## config.mk

```make
export PLATFORM = sky130hd
export DESIGN_NAME = pkt_access_port
export DESIGN_NICKNAME = d
export VERILOG_FILES = /design/src/rtl/pkt_port_pkg.sv /design/src/rtl/pkt_ptr_regs.sv /design/src/rtl/pkt_addr_gen.sv /design/src/rtl/pkt_lane_mux.sv /design/src/rtl/pkt_access_port.sv
export SDC_FILE = /design/constraint.sdc
export NUM_CORES = 1
export LEC_CHECK = 0
export BUFFER_PORTS_ARGS = -buffer_cell sky130_fd_sc_hd__buf_4
export CAP_MARGIN = 0
export CORE_MARGIN = 3
export CORE_UTILIZATION = 25
export CTS_BUF_LIST = sky130_fd_sc_hd__clkbuf_8 sky130_fd_sc_hd__clkbuf_16
export DETAILED_ROUTE_END_ITERATION = 12
export PLACE_DENSITY = 0.51
export SKIP_LAST_GASP = 1
export SYNTH_ARGS = -nofsm -noshare
export SYNTH_HDL_FRONTEND = slang
export SYNTH_SLANG_ARGS = --single-unit
```

## constraint.sdc

```tcl
create_clock -name clk -period 3 [get_ports clk]
set_input_delay 0.3 -clock clk [delete_from_list [all_inputs] [get_ports clk]]
set_output_delay 0.3 -clock clk [all_outputs]
set_load 0.02 [all_outputs]
```

## src/rtl/pkt_port_pkg.sv

```systemverilog
package pkt_port_pkg;

    localparam int WORD_W = 16;
    localparam int BYTE_W = 8;
    localparam int LANES  = WORD_W / BYTE_W;

    // Pointer word control flag positions (the host encodes these)
    localparam int BIT_SRC = 15;
    localparam int BIT_INC = 14;
    localparam int BIT_RD  = 13;

    typedef enum logic [1:0] {
        SEL_PTR  = 2'd0,
        SEL_PNUM = 2'd1,
        SEL_DATA = 2'd2,
        SEL_NONE = 2'd3
    } port_sel_e;

    typedef struct packed {
        logic src_rx;
        logic autoinc;
        logic rdmode;
    } ptr_ctl_t;

    typedef struct packed {
        logic [LANES-1:0]  be;
        logic [WORD_W-1:0] data;
    } lane_wr_t;

    function automatic logic [1:0] step_of(input logic word);
        return word ? 2'd2 : 2'd1;
    endfunction

endpackage

```

## src/rtl/pkt_ptr_regs.sv

```systemverilog
module pkt_ptr_regs
    import pkt_port_pkg::*;
#(
    parameter int PKT_W = 4,
    parameter int OFS_W = 11
) (
    input  logic                 clk,
    input  logic                 rst,
    input  logic                 ptr_we,
    input  logic                 pnum_we,
    input  logic [WORD_W-1:0]    wdata,
    input  logic                 step_en,
    input  logic                 step_word,
    output ptr_ctl_t             ctl_q,
    output logic [OFS_W-1:0]     ofs_q,
    output logic [PKT_W-1:0]     pnum_q,
    output ptr_ctl_t             ctl_d,
    output logic [OFS_W-1:0]     ofs_d
);

    always_comb begin
        ctl_d = ctl_q;
        ofs_d = ofs_q;
        if (ptr_we) begin
            ctl_d.src_rx  = wdata[BIT_SRC];
            ctl_d.autoinc = wdata[BIT_INC];
            ctl_d.rdmode  = wdata[BIT_RD];
            ofs_d         = wdata[OFS_W-1:0];
        end else if (step_en && ctl_q.autoinc) begin
            ofs_d = ofs_q + OFS_W'(step_of(step_word));
        end
    end

    always_ff @(posedge clk) begin
        if (rst) begin
            ctl_q  <= '0;
            ofs_q  <= '0;
            pnum_q <= '0;
        end else begin
            ctl_q <= ctl_d;
            ofs_q <= ofs_d;
            if (pnum_we) begin
                pnum_q <= wdata[PKT_W-1:0];
            end
        end
    end

endmodule

```

## src/rtl/pkt_addr_gen.sv

```systemverilog
module pkt_addr_gen #(
    parameter int PKT_W   = 4,
    parameter int OFS_W   = 11,
    parameter int PAGE_SH = 8,
    parameter int ADDR_W  = 13
) (
    input  logic [PKT_W-1:0]   pkt,
    input  logic [OFS_W-1:0]   ofs,
    output logic [ADDR_W-2:0]  waddr
);

    logic [ADDR_W-1:0] base;
    logic [ADDR_W-1:0] byte_addr;

    always_comb begin
        base      = ADDR_W'(pkt) << PAGE_SH;
        byte_addr = base + ADDR_W'(ofs);
        waddr     = byte_addr[ADDR_W-1:1];
    end

endmodule

```

## src/rtl/pkt_lane_mux.sv

```systemverilog
module pkt_lane_mux
    import pkt_port_pkg::*;
(
    input  logic              word,
    input  logic              odd,
    input  logic [WORD_W-1:0] wdata,
    input  logic [WORD_W-1:0] rword,
    output lane_wr_t          wr,
    output logic [WORD_W-1:0] rd_out
);

    for (genvar g = 0; g < LANES; g++) begin : g_lane
        always_comb begin
            wr.be[g] = word || (odd == g[0]);
            wr.data[g*BYTE_W +: BYTE_W] = word ? wdata[g*BYTE_W +: BYTE_W]
                                               : wdata[BYTE_W-1:0];
        end
    end

    always_comb begin
        if (word) begin
            rd_out = rword;
        end else begin
            rd_out = '0;
            rd_out[BYTE_W-1:0] = odd ? rword[2*BYTE_W-1:BYTE_W] : rword[BYTE_W-1:0];
        end
    end

endmodule

```

## src/rtl/pkt_access_port.sv

```systemverilog
module pkt_access_port
    import pkt_port_pkg::*;
#(
    parameter int PKT_W   = 4,
    parameter int OFS_W   = 11,
    parameter int PAGE_SH = 8,
    localparam int ADDR_W = ((PKT_W + PAGE_SH) > OFS_W ? (PKT_W + PAGE_SH) : OFS_W) + 1
) (
    input  logic              clk,
    input  logic              rst,
    input  logic              host_wr,
    input  logic              host_rd,
    input  logic [1:0]        host_sel,
    input  logic              host_word,
    input  logic [15:0]       host_wdata,
    output logic [15:0]       host_rdata,
    input  logic [PKT_W-1:0]  rxq_head,
    output logic              mem_rd,
    output logic              mem_wr,
    output logic [ADDR_W-2:0] mem_waddr,
    output logic [1:0]        mem_be,
    output logic [15:0]       mem_wdata,
    input  logic [15:0]       mem_rdata,
    output logic              fetch_pending
);

    port_sel_e sel;
    logic      ptr_we, pnum_we, data_wr, data_rd;

    assign sel     = port_sel_e'(host_sel);
    assign ptr_we  = host_wr && (sel == SEL_PTR);
    assign pnum_we = host_wr && (sel == SEL_PNUM);
    assign data_wr = host_wr && (sel == SEL_DATA);
    assign data_rd = host_rd && (sel == SEL_DATA);

    ptr_ctl_t         ctl_q, ctl_d;
    logic [OFS_W-1:0] ofs_q, ofs_d;
    logic [PKT_W-1:0] pnum_q;
    logic             inc_mode;

    pkt_ptr_regs #(.PKT_W(PKT_W), .OFS_W(OFS_W)) u_regs (
        .clk       (clk),
        .rst       (rst),
        .ptr_we    (ptr_we),
        .pnum_we   (pnum_we),
        .wdata     (host_wdata),
        .step_en   (data_wr || data_rd),
        .step_word (host_word),
        .ctl_q     (ctl_q),
        .ofs_q     (ofs_q),
        .pnum_q    (pnum_q),
        .ctl_d     (ctl_d),
        .ofs_d     (ofs_d)
    );

    assign inc_mode = ctl_q.autoinc;

    // Address for the access now, and for the word at the pointer's next state
    logic [PKT_W-1:0]  pkt_cur, pkt_nxt;
    logic [ADDR_W-2:0] waddr_cur, waddr_nxt;

    assign pkt_cur = ctl_q.src_rx ? rxq_head : pnum_q;
    assign pkt_nxt = ctl_d.src_rx ? rxq_head : pnum_q;

    pkt_addr_gen #(.PKT_W(PKT_W), .OFS_W(OFS_W), .PAGE_SH(PAGE_SH), .ADDR_W(ADDR_W)) u_addr_cur (
        .pkt   (pkt_cur),
        .ofs   (ofs_q),
        .waddr (waddr_cur)
    );

    pkt_addr_gen #(.PKT_W(PKT_W), .OFS_W(OFS_W), .PAGE_SH(PAGE_SH), .ADDR_W(ADDR_W)) u_addr_nxt (
        .pkt   (pkt_nxt),
        .ofs   (ofs_d),
        .waddr (waddr_nxt)
    );

    // Lane handling
    lane_wr_t          lane_wr;
    logic [WORD_W-1:0] pf_q;
    logic [WORD_W-1:0] rd_lane;

    pkt_lane_mux u_lanes (
        .word   (host_word),
        .odd    (ofs_q[0]),
        .wdata  (host_wdata),
        .rword  (pf_q),
        .wr     (lane_wr),
        .rd_out (rd_lane)
    );

    // Memory command register
    logic req_rd;
    logic rd_inflight;

    assign req_rd = (ptr_we && host_wdata[BIT_RD])
                 || (data_rd && ctl_q.rdmode && inc_mode);

    always_ff @(posedge clk) begin
        if (rst) begin
            mem_rd      <= 1'b0;
            mem_wr      <= 1'b0;
            mem_waddr   <= '0;
            mem_be      <= '0;
            mem_wdata   <= '0;
            rd_inflight <= 1'b0;
            pf_q        <= '0;
        end else begin
            mem_rd      <= req_rd;
            mem_wr      <= data_wr;
            mem_waddr   <= data_wr ? waddr_cur : waddr_nxt;
            mem_be      <= data_wr ? lane_wr.be : '0;
            mem_wdata   <= lane_wr.data;
            rd_inflight <= mem_rd;
            if (rd_inflight) begin
                pf_q <= mem_rdata;
            end
        end
    end

    assign fetch_pending = mem_rd || rd_inflight;

    // Host read mux
    always_comb begin
        host_rdata = '0;
        case (sel)
            SEL_PTR: begin
                host_rdata[OFS_W-1:0] = ofs_q;
                host_rdata[BIT_SRC]   = ctl_q.src_rx;
                host_rdata[BIT_INC]   = ctl_q.autoinc;
                host_rdata[BIT_RD]    = ctl_q.rdmode;
            end
            SEL_PNUM: host_rdata[PKT_W-1:0] = pnum_q;
            SEL_DATA: host_rdata = rd_lane;
            default:  host_rdata = '0;
        endcase
    end

endmodule

```

=== Word level (Yosys, flattened, before mapping) ===
Cells that the tools add are included.

* Register bits after elaboration: 67
* Latch bits: 0
* RAM bits: 0
* Memory bits (read-only): 0
* Input bits: 43
* Output and inout port bits: 49
* Word-level logic and storage cells: 48
* Memories: 0

* Add/subtract/negate cells: 3
* $mul: 0
* Divide/modulo/power cells: 0
* Order comparisons: 0
* Equality and inequality tests: 2
* Shift operators: 0
* Multiplexer cells: 14
* Bitwise logic cells: 2
* Reductions and logical operators: 15

{| class="wikitable"
|+ Operator list
! operator !! number
|-
| $add 12x11->13 || 2
|-
| $mux 11 || 2
|-
| $mux 16 || 1
|-
| $mux 8 || 2
|-
| $pmux 7 s2 || 1
|-
| $mux 12 || 1
|-
| $pmux 4 s3 || 1
|-
| $add 11x2->11 || 1
|-
| $logic_and 1x1->1 || 8
|-
| $mux 4 || 2
|-
| $pmux 3 s2 || 1
|-
| $logic_or 1x1->1 || 5
|-
| $mux 2 || 2
|-
| $mux 3 || 1
|-
| $eq 2x1->1 const B || 1
|-
| $eq 2x2->1 const B || 1
|-
| $logic_not 2->1 || 1
|-
| $not 1->1 || 2
|-
| $reduce_or 2->1 || 1
|}

=== Depth between registers and ports, before layout ===
Gate-level depths: netlist (run 1).

* Depth after elaboration: 8
* Mapped depth: 14
* Depth with buffers taken out: 12

=== Modules after synthesis ===
Synthesis (run 1) repeated with hierarchy kept, for this count alone.

* Cell total of the unflattened synthesis: 399
* Area, all modules: 3863.7 µm²

{| class="wikitable"
|+ Modules (own cells, without submodules)
! module !! times used !! cells each !! area each (µm²) !! seq. area each (µm²)
|-
| pkt_access_port || 1 || 203 || 2105.8 || 980.9
|-
| pkt_ptr_regs || 1 || 117 || 1046.0 || 360.3
|-
| pkt_lane_mux || 1 || 37 || 366.6 || 0.0
|-
| pkt_addr_gen || 2 || 21 || 172.7 || 0.0
|}

=== Worst setup path before layout (run 1) ===
No wires, ideal clock.

* Kind: input to register
* From: input host_word
* To: register mem_waddr[11]
* Arrival time: 3135 ps
* Required time: 2885 ps
* Path slack: -250 ps
* Stages: 14
* Buffers on the path: 2
* Cells stage by stage: clkbuf_1 -> clkbuf_1 -> inv_1 -> ha_1 -> fa_1 -> nand4b_1 -> nor4_2 -> xnor2_1 -> a21oi_1 -> ha_1 -> fa_1 -> a21oi_1 -> nor3_1 -> o21a_1

* Cells in the longest elaborated chain, start to end: 6

{| class="wikitable"
|+ Ends and longest elaborated chain
! element !! RTL line !! source
|-
| start, declared || pkt_access_port.sv:14 || <nowiki>input logic host_word,</nowiki>
|-
| $mux 2 || pkt_port_pkg.sv:31 || <nowiki>return word ? 2'd2 : 2'd1;</nowiki>
|-
| $add 11x2->11 || pkt_ptr_regs.sv:30 || <nowiki>ofs_d = ofs_q + OFS_W'(step_of(step_word));</nowiki>
|-
| $mux 11 || pkt_ptr_regs.sv:29 || <nowiki>end else if (step_en && ctl_q.autoinc) begin</nowiki>
|-
| $mux 11 || pkt_ptr_regs.sv:24 || <nowiki>if (ptr_we) begin</nowiki>
|-
| net ofs_d[8] || pkt_access_port.sv:37 || <nowiki>logic [OFS_W-1:0] ofs_q, ofs_d;</nowiki>
|-
| $add 12x11->13 || pkt_addr_gen.sv:17 || <nowiki>byte_addr = base + ADDR_W'(ofs);</nowiki>
|-
| $mux 12 || pkt_access_port.sv:110 || <nowiki>mem_waddr <= data_wr ? waddr_cur : waddr_nxt;</nowiki>
|-
| end signal, assigned || pkt_access_port.sv:110 ||
|-
| end, declared || pkt_access_port.sv:20 || <nowiki>output logic [ADDR_W-2:0] mem_waddr,</nowiki>
|}

The timed path passes the listed nets, and every way through them passes these cells.
A chain may end at the register's enable or synchronous reset.

=== Worst setup path after layout (run 1) ===
* From: register u_regs.ofs_q[0]
* To: register mem_waddr[11]

* Cells in the longest elaborated chain, start to end: 5
* Elaborated cells between the ends (all ways): 6
* Classes of those cells: 3 x add/sub; 3 x mux

{| class="wikitable"
|+ Ends and longest elaborated chain
! element !! RTL line !! source
|-
| start, declared || pkt_ptr_regs.sv:15 || <nowiki>output logic [OFS_W-1:0] ofs_q,</nowiki>
|-
| start signal, assigned || pkt_ptr_regs.sv:41 || <nowiki>ofs_q <= ofs_d;</nowiki>
|-
| $add 11x2->11 || pkt_ptr_regs.sv:30 ||
|-
| $mux 11 || pkt_ptr_regs.sv:29 ||
|-
| $mux 11 || pkt_ptr_regs.sv:24 ||
|-
| net ofs_d[8] || pkt_access_port.sv:37 ||
|-
| $add 12x11->13 || pkt_addr_gen.sv:17 ||
|-
| $mux 12 || pkt_access_port.sv:110 ||
|}

The timed path passes the listed nets, and every way through them passes these cells.

==> metrics.md, run 1 <==
| Metric | Value |
|---|---|
| Setup Viol. Count Final | `0` |
| CTS Sinks | `67` |
| Synth Instances | `368` |
| Largest net degree at the start of global routing | `45` |
| Area Growth Syn to Fin | `35.3%` |
| Num rows | `41` |
| DRT antenna net count | `0` |
| Setup_tns | `0 ps` |
| Leak Pwr | `0.00188 uW` |
| Ys Warns | `0` |
| CTS tree | `yes` |
| Initial Utilization | `25.9%` |
| DR WL/cell | `15.7 microns` |
| Total GRT Usage | `13.8%` |
| Max FO, Critical Path | `4` |
| Crit path time final | `2820 ps` |
| DP HPWL | `7580 microns` |
| Die Wd | `121 microns` |
| Number of global-route vias before repair | `2965` |
| Layout Cells excl Fill | `628` |
| CP arrival | `3050 ps` |
| Total Die Area | `14600 sq um` |
| Layout Cell Area excl Fill | `4470 sq um` |
| Post-synthesis sequential area ratio | `40.6%` |
| Critical path required time | `3220 ps` |
| Critical path class | `reg -> reg` |
| Gr ovfl total | `0` |
| Placement Setup Slack | `77.6 ps` |
| Drt drc | `0` |
| Clock Pin Slew Worst Setup and Hold Paths | `60 ps` |
| WL final | `9840 microns` |
| Net count after synthesis | `423` |
| Final slew viol count | `0` |
| Avg Vias per Cell | `4.62` |
| Worst vdd ir | `0.000269 V` |
| Clk Latency, worst-skew pair | `330 ps` |
| Number of max-cap violations | `0` |
| Beginning of the critical path | `u_regs.ofs_q[0]` |
| Postcts setup bufs | `0` |
| Layout cells sized above 1 | `27.9%` |
| Startpoint types | `register` |
| CTS root buffer | `clkbuf_16` |
| Drt pass-1 iters | `4` |
| Via count | `2902` |
| Core Region | `12800 sq um` |
| Cell area after synthesis | `3310 sq um` |
| Distinct cells, synth | `42` |
| Initial antenna violation count | `0` |
| FILL cells | `1319` |
| CP top delay family | `adder cells` |
| Yosys reg bits | `67` |
| Status | `completed` |
| # H-tree levels | `3` |
| Post-DP Area | `4160 sq um` |
| IO buf count | `91` |
| GP Congestion | `0.841` |
| Worst Hold Class | `in -> reg` |
| Final period util | `94.1%` |
| Max Root-Sink Buffers | `2` |
| Mean Syn Cell Area | `8.98 sq um` |
| Crit-path cells | `ha_1 > fa_1 > nand4b_1 > nor4_2 > xnor2_1 > a21oi_1 > ha_1 > fa_1 > a21oi_1 > nor3_1 > o21a_1` |
| Final hold vios | `0` |
| CTS buffer count | `9` |
| Reg2reg start | `u_regs.ofs_q[0]` |
| Cts hold-fix bufs | `0` |
| Slew HR | `57.5%` |
| Worst setup margin | `177 ps` |
| Antenna diodes | `0` |
| Worst path slowest cell | `fa_1` |
| Post-synth ARST share | `0%` |
| Ports | `92` |
| Clk_skew | `5.18 ps` |
| 1st-iter DRT viols | `116` |
| Resized cells post-CTS | `0` |
| Buf/Inv on CP | `0` |
| Fmax | `354 MHz` |
| First-pass GRT wire length | `15700 microns` |
| Final net count | `506` |
| Hold_sp | `mem_rdata[3]` |
| Crit-path max cell delay | `410 ps` |
| Placed insts | `612` |
| Number of enable flip-flop cells after synthesis | `0` |
| Worst Max-Slew Pin Slew | `636 ps` |
| PwrDens | `531 nW/um^2` |
| Unrepaired setup endpoints after global routing | `false` |
| Commonest register cell after synthesis | `dfxtp_1` |
| CP Capture Type | `register` |
| DIE HEIGHT | `121 microns` |
==> final timing paths <==
check	endpoint	slack, ps	cells after the start
max	mem_waddr[11]	180	11
max reg2reg	mem_waddr[11]	180	11
min	pf_q[3]	210	3
min reg2reg	u_regs.ctl_q[0]	480	2
==> layout make-up <==
class	count	area [sq um]	area share, %
Timing Repair Buffer	99	743	16.6
Inverter	7	26.3	0.587
Clock inverter	7	92.6	2.07
Sequential cell	67	1340	30.0
Multi-Input combinational cell	267	1830	40.9
Tap cell	172	215	4.81
Clock buffer	9	225	5.03
==> report_power, final <==
part           total (uW)  switching (uW)  internal (uW)
registers             952            26.6            926
clock network        1120             398            724
logic                 300             163            137
total                2370             588           1790
==> worst register-to-register path: stages, from the launching register on <==
cell	delay, ps
dfxtp_1	380
ha_1	230
fa_1	230
nand4b_1	160
nor4_2	370
xnor2_1	160
a21oi_1	100
ha_1	250
fa_1	410
a21oi_1	170
nor3_1	60
o21a_1	190
==> synthesized netlist by cell type, types with 2 or more instances <==
master,n,share of area [%]
buf_1,4,0.45
mux2i_1,46,14
nand3_1,12,1.8
xnor2_1,9,2.4
a211oi_1,13,3.0
xor2_1,4,1.1
dfxtp_1,67,41
a21o_1,4,0.91
nand2b_1,9,1.7
buf_2,3,0.45
and3_1,6,1.1
a31oi_1,4,0.76
nand2_1,19,2.2
o22ai_1,4,0.76
nor2b_1,11,2.1
clkbuf_1,19,2.2
a21oi_1,23,3.5
nor3_1,7,1.1
nor4_2,2,0.76
inv_1,7,0.79
and2_1,4,0.76
or2_2,2,0.38
fa_1,3,1.8
mux2_2,5,1.7
ha_1,9,3.4
or3_1,4,0.76
nor2_1,50,5.7
o21ai_0,4,0.61
==> kinds of logic (layout without fill, tap and decap cells) <==
family                   count (synthesis)  in the layout  synth area share [%]
AO/OA/AOI/OAI                           58             58                  11.1
XOR/XNOR                                13             13                  3.44
adder cells (fa/ha/maj)                 12             12                  5.22
buffers and inverters                   34            122                  4.09
flip-flops                              67             67                  40.6
multiplexers                            51             51                  15.6
AND/OR/NAND/NOR                        133            133                  20.0
==> flip-flops by register name (all words and copies together), names as in the netlist <==
signal and cells:
u_regs.ofs_q 11, mem_waddr 12, mem_wdata 16, mem_rd 1, u_regs.ctl_q 3, pf_q 16
u_regs.pnum_q 4, mem_wr 1, mem_be 2, rd_inflight 1
==> placed cells by master, fill, tap and decap left out, drive strengths merged, types with 2 or more instances in the layout <==
cell	netlist	routed
bufinv	0	2
nand2b	9	9
xor2	4	4
mux2	5	5
a21oi	23	23
nand3	12	12
nor4	3	3
xnor2	9	9
or2	2	2
buf	8	99
dfxtp	67	67
o21ai	4	4
a211oi	14	14
nor2	51	51
clkbuf	19	9
a31oi	4	4
a21o	4	4
mux2i	46	46
o22ai	4	4
nor3	7	7
fa	3	3
and3	6	6
ha	9	9
and2	4	4
or3	4	4
inv	7	7
clkinv	0	2
nand2	19	19
clkinvlp	0	3
nor2b	11	11
==> routing by layer <==
layer  share of wire [%]  up-vias  global-route usage (%)
li1                    -     1440                       -
met1                  45     1384                    17.8
met2                  48       71                    22.9
met3                 5.8        7                    3.50
met4                 1.0        0                    3.61
met5                   0        -                       0
==> through the flow <==
step | total power (uW) | hold slack [ps] | util [%]
4_1_cts | 2400 | 204 | 35.0
2_1_floorplan | 1130 | 428 | -
6_report | 2370 | 210 | 35.0
3_5_place_dp | 1280 | 472 | 32.5
3_3_place_gp | 1270 | 470 | 32.5
5_1_grt | 2490 | 197 | 35.0
No activity file was read; power rests on OpenSTA's default activity.
==> run 2: changes to the inputs <==
- ABC_AREA: not set -> 1
==> run 2 against run 1 <==
Compared with the run above: clock skew increased by 4.5 ps; hold slack worse by 19 ps; first-iteration DRC count up 18%; sequential share of layout area up 1.1 points; critical path type unchanged; largest cell class unchanged; largest power group unchanged.
==> metrics.md, run 2 <==
| Metric | Value |
|---|---|
| Cell area after synthesis | `3210 sq um (-2.9%)` |
| CP arrival | `2840 ps (-210 ps)` |
| Post-synth ARST share | `0% (unchanged)` |
| Largest net degree at the start of global routing | `33 (-27%)` |
| Crit path time final | `2640 ps (-183 ps)` |
| Fmax | `379 MHz (+7.0%)` |
| 1st-iter DRT viols | `137 (+18%)` |
| Synth Instances | `443 (+20%)` |
| Clock Pin Slew Worst Setup and Hold Paths | `60 ps (about the same)` |
| Ys Warns | `0 (unchanged)` |
| Hold WS | `191 ps (-18.6 ps)` |
| Total Die Area | `14200 sq um (-2.8%)` |
| Avg Vias per Cell | `4.51 (-2.3%)` |
| GP Congestion | `0.860 (+2.4%)` |
| CTS Sinks | `67 (unchanged)` |
| Layout Cells excl Fill | `704 (+12%)` |
| Startpoint types | `register` |
| DIE HEIGHT | `119 microns (-1.4%)` |
| Post-synthesis sequential area ratio | `41.8% (+1.2 points)` |
| Top cell type's share of synthesized area | `41.8% (+1.2 points)` |
| Status | `completed` |
| Worst Hold Class | `in -> reg` |
| Die Wd | `119 microns (-1.4%)` |
| Final hold vios | `0 (unchanged)` |
| FILL cells | `1300 (-1.4%)` |
| Beginning of the critical path | `u_regs.ofs_q[0]` |
| Reg2reg start | `u_regs.ofs_q[0]` |
| Hold_sp | `mem_rdata[4]` |
| Cts hold-fix bufs | `0 (unchanged)` |
| Via count | `3177 (+9.5%)` |
| Critical path class | `reg -> reg` |
| Worst Max-Slew Pin Slew | `880 ps (+243 ps)` |
| Max Root-Sink Buffers | `2 (unchanged)` |
| CTS tree | `yes` |
| CTS buffer count | `9 (unchanged)` |
| Num rows | `40 (-2.4%)` |
| Setup_tns | `0 ps (unchanged)` |
| IO buf count | `91 (unchanged)` |
| Yosys reg bits | `67 (unchanged)` |
| Final period util | `88.0% (-6.1 points)` |
| Final net count | `586 (+16%)` |
| Layout cells sized above 1 | `23.1% (-4.7 points)` |
| Initial Utilization | `26.2% (+0.29 points)` |
| Area Growth Syn to Fin | `34.7%` |
| First-pass GRT wire length | `16200 microns (+3.7%)` |
| Number of max-cap violations | `0 (unchanged)` |
| Final Util | `35.2% (+0.23 points)` |
| Clk_skew | `9.72 ps (+4.54 ps)` |
| Commonest register cell after synthesis | `dfxtp_1` |
| DP HPWL | `8190 microns (+8.1%)` |
| Commonest cells post-synth | `dfxtp_1, nand2_1, inv_1` |
| CTS root buffer | `clkbuf_16` |
| Number of enable flip-flop cells after synthesis | `0 (unchanged)` |
| Core Region | `12300 sq um (-4.0%)` |
| Multi-input logic area | `1550 sq um (-15%)` |
| Top Registers | `mem_wdata: 16 flops, pf_q: 16 flops, mem_waddr: 12 flops` |
| Most frequent cells in the layout | `buf_4, nand2_1, dfxtp_1` |
| Layout Cell Area excl Fill | `4320 sq um (-3.4%)` |
| Antenna diodes | `0 (unchanged)` |
| DR WL/cell | `14.8 microns (-5.6%)` |
| Placed insts | `688 (+12%)` |
| Resized cells post-CTS | `0 (unchanged)` |
| Slew HR | `41.3% (-16 points)` |
| # H-tree levels | `3 (unchanged)` |
| R2R cell count | `13 (+2)` |
| Number of global-route vias before repair | `3079 (+3.8%)` |
| R2R Path End | `mem_waddr[9]` |
| CP Capture Type | `register` |
| WL final | `10400 microns (+5.9%)` |
| Distinct cells, synth | `30 (-29%)` |
| PwrDens | `524 nW/um^2 (-1.3%)` |
| R2r setup slk | `360 ps (+180 ps)` |
| Net count after synthesis | `498 (+18%)` |
| Drt drc | `0 (unchanged)` |
| Postcts setup bufs | `0 (unchanged)` |
| Gr ovfl total | `0 (unchanged)` |
| CP Capture Point | `mem_waddr[9]` |
| Initial antenna violation count | `0 (unchanged)` |
| Unrepaired setup endpoints after global routing | `false` |
| Largest area contributor in the netlist | `dfxtp_1` |
| Drt pass-1 iters | `5 (+1)` |
| Clk Latency, worst-skew pair | `330 ps (about the same)` |
| Ports | `92 (unchanged)` |
| Setup Viol. Count Final | `0 (unchanged)` |
| Post-DP Area | `4040 sq um (-2.7%)` |
| Max FO, Critical Path | `4 (unchanged)` |
| Leak Pwr | `0.00205 uW (+9.1%)` |
| Largest cells by area after synthesis | `dfxtp_1, o21ai_0, nand2_1` |
| Total GRT Usage | `14.5% (+0.67 points)` |
| Critical path required time | `3200 ps (-20 ps)` |
| Worst vdd ir | `0.000203 V (-24%)` |
| Reg area | `1340 sq um (unchanged)` |
| Mean Syn Cell Area | `7.24 sq um (-19%)` |
| Commonest non-fill, non-tap cell in the layout | `buf_4` |
| DRT antenna net count | `0 (unchanged)` |
| Final slew viol count | `0 (unchanged)` |
## run 2: power by group
| group | internal (uW) | switching [uW] | leakage [uW] |
|---|---|---|---|
| clock | 563 | 414 | 0.000130 |
| combinational | 131 | 199 | 0.00137 |
| sequential | 933 | 23.6 | 0.000549 |
| total | 1630 | 636 | 0.00205 |
## run 2: final cells by class
| class | instances | share of cell area (%) |
|---|---|---|
| Multi-Input combinational cell | 296 | 36.0 |
| Sequential cell | 67 | 31.0 |
| Timing Repair Buffer | 93 | 16.2 |
| Inverter | 64 | 5.56 |
| Clock buffer | 9 | 5.21 |
| Tap cell | 168 | 4.86 |
| Clock inverter | 7 | 1.22 |
## run 2: worst max-delay path, cell delays in order (launching register included)
cell	delay (ps)
dfxtp_1	310
ha_1	220
fa_1	420
nand3_1	140
nor2_2	70
nand2_1	100
o21ai_1	70
nand3_1	90
nand2_1	70
ha_1	220
fa_1	380
or2_2	280
nand3_1	70
a21oi_1	60
## run 2: worst min-delay path by stage
stage,end,slack (ps),cells past startpoint
finish,pf_q[4],190,3
global route,pf_q[5],190,3
CTS,pf_q[4],180,3
detailed placement,u_regs.ctl_q[0],440,2
global placement,u_regs.ctl_q[0],430,2
floorplan,u_regs.ctl_q[0],420,2
## run 2: stage by stage
stage               setup WS [ps]  power (uW)
global route                  156        2370
detailed placement            149        1310
finish                        360        2260
floorplan                     247        1150
CTS                           367        2290
global placement              205        1310
## run 2: per-layer routing
metal  vias up  share of wire [%]  track usage [%]
met5         -                  0                0
li1       1623                  -                -
met3        18                8.1             4.46
met4         0                2.9             5.23
met1      1416                 46             19.5
met2       120                 43             21.8
## run 2: kinds of logic after synthesis
logic type                 after synthesis  synth area share [%]
and+or+nand+nor                        176                  24.6
AOI/OAI and AO/OA                      108                  18.4
buffers and inverters                   80                  9.79
DFF                                     67                  41.8
adders and majority gates               12                  5.38
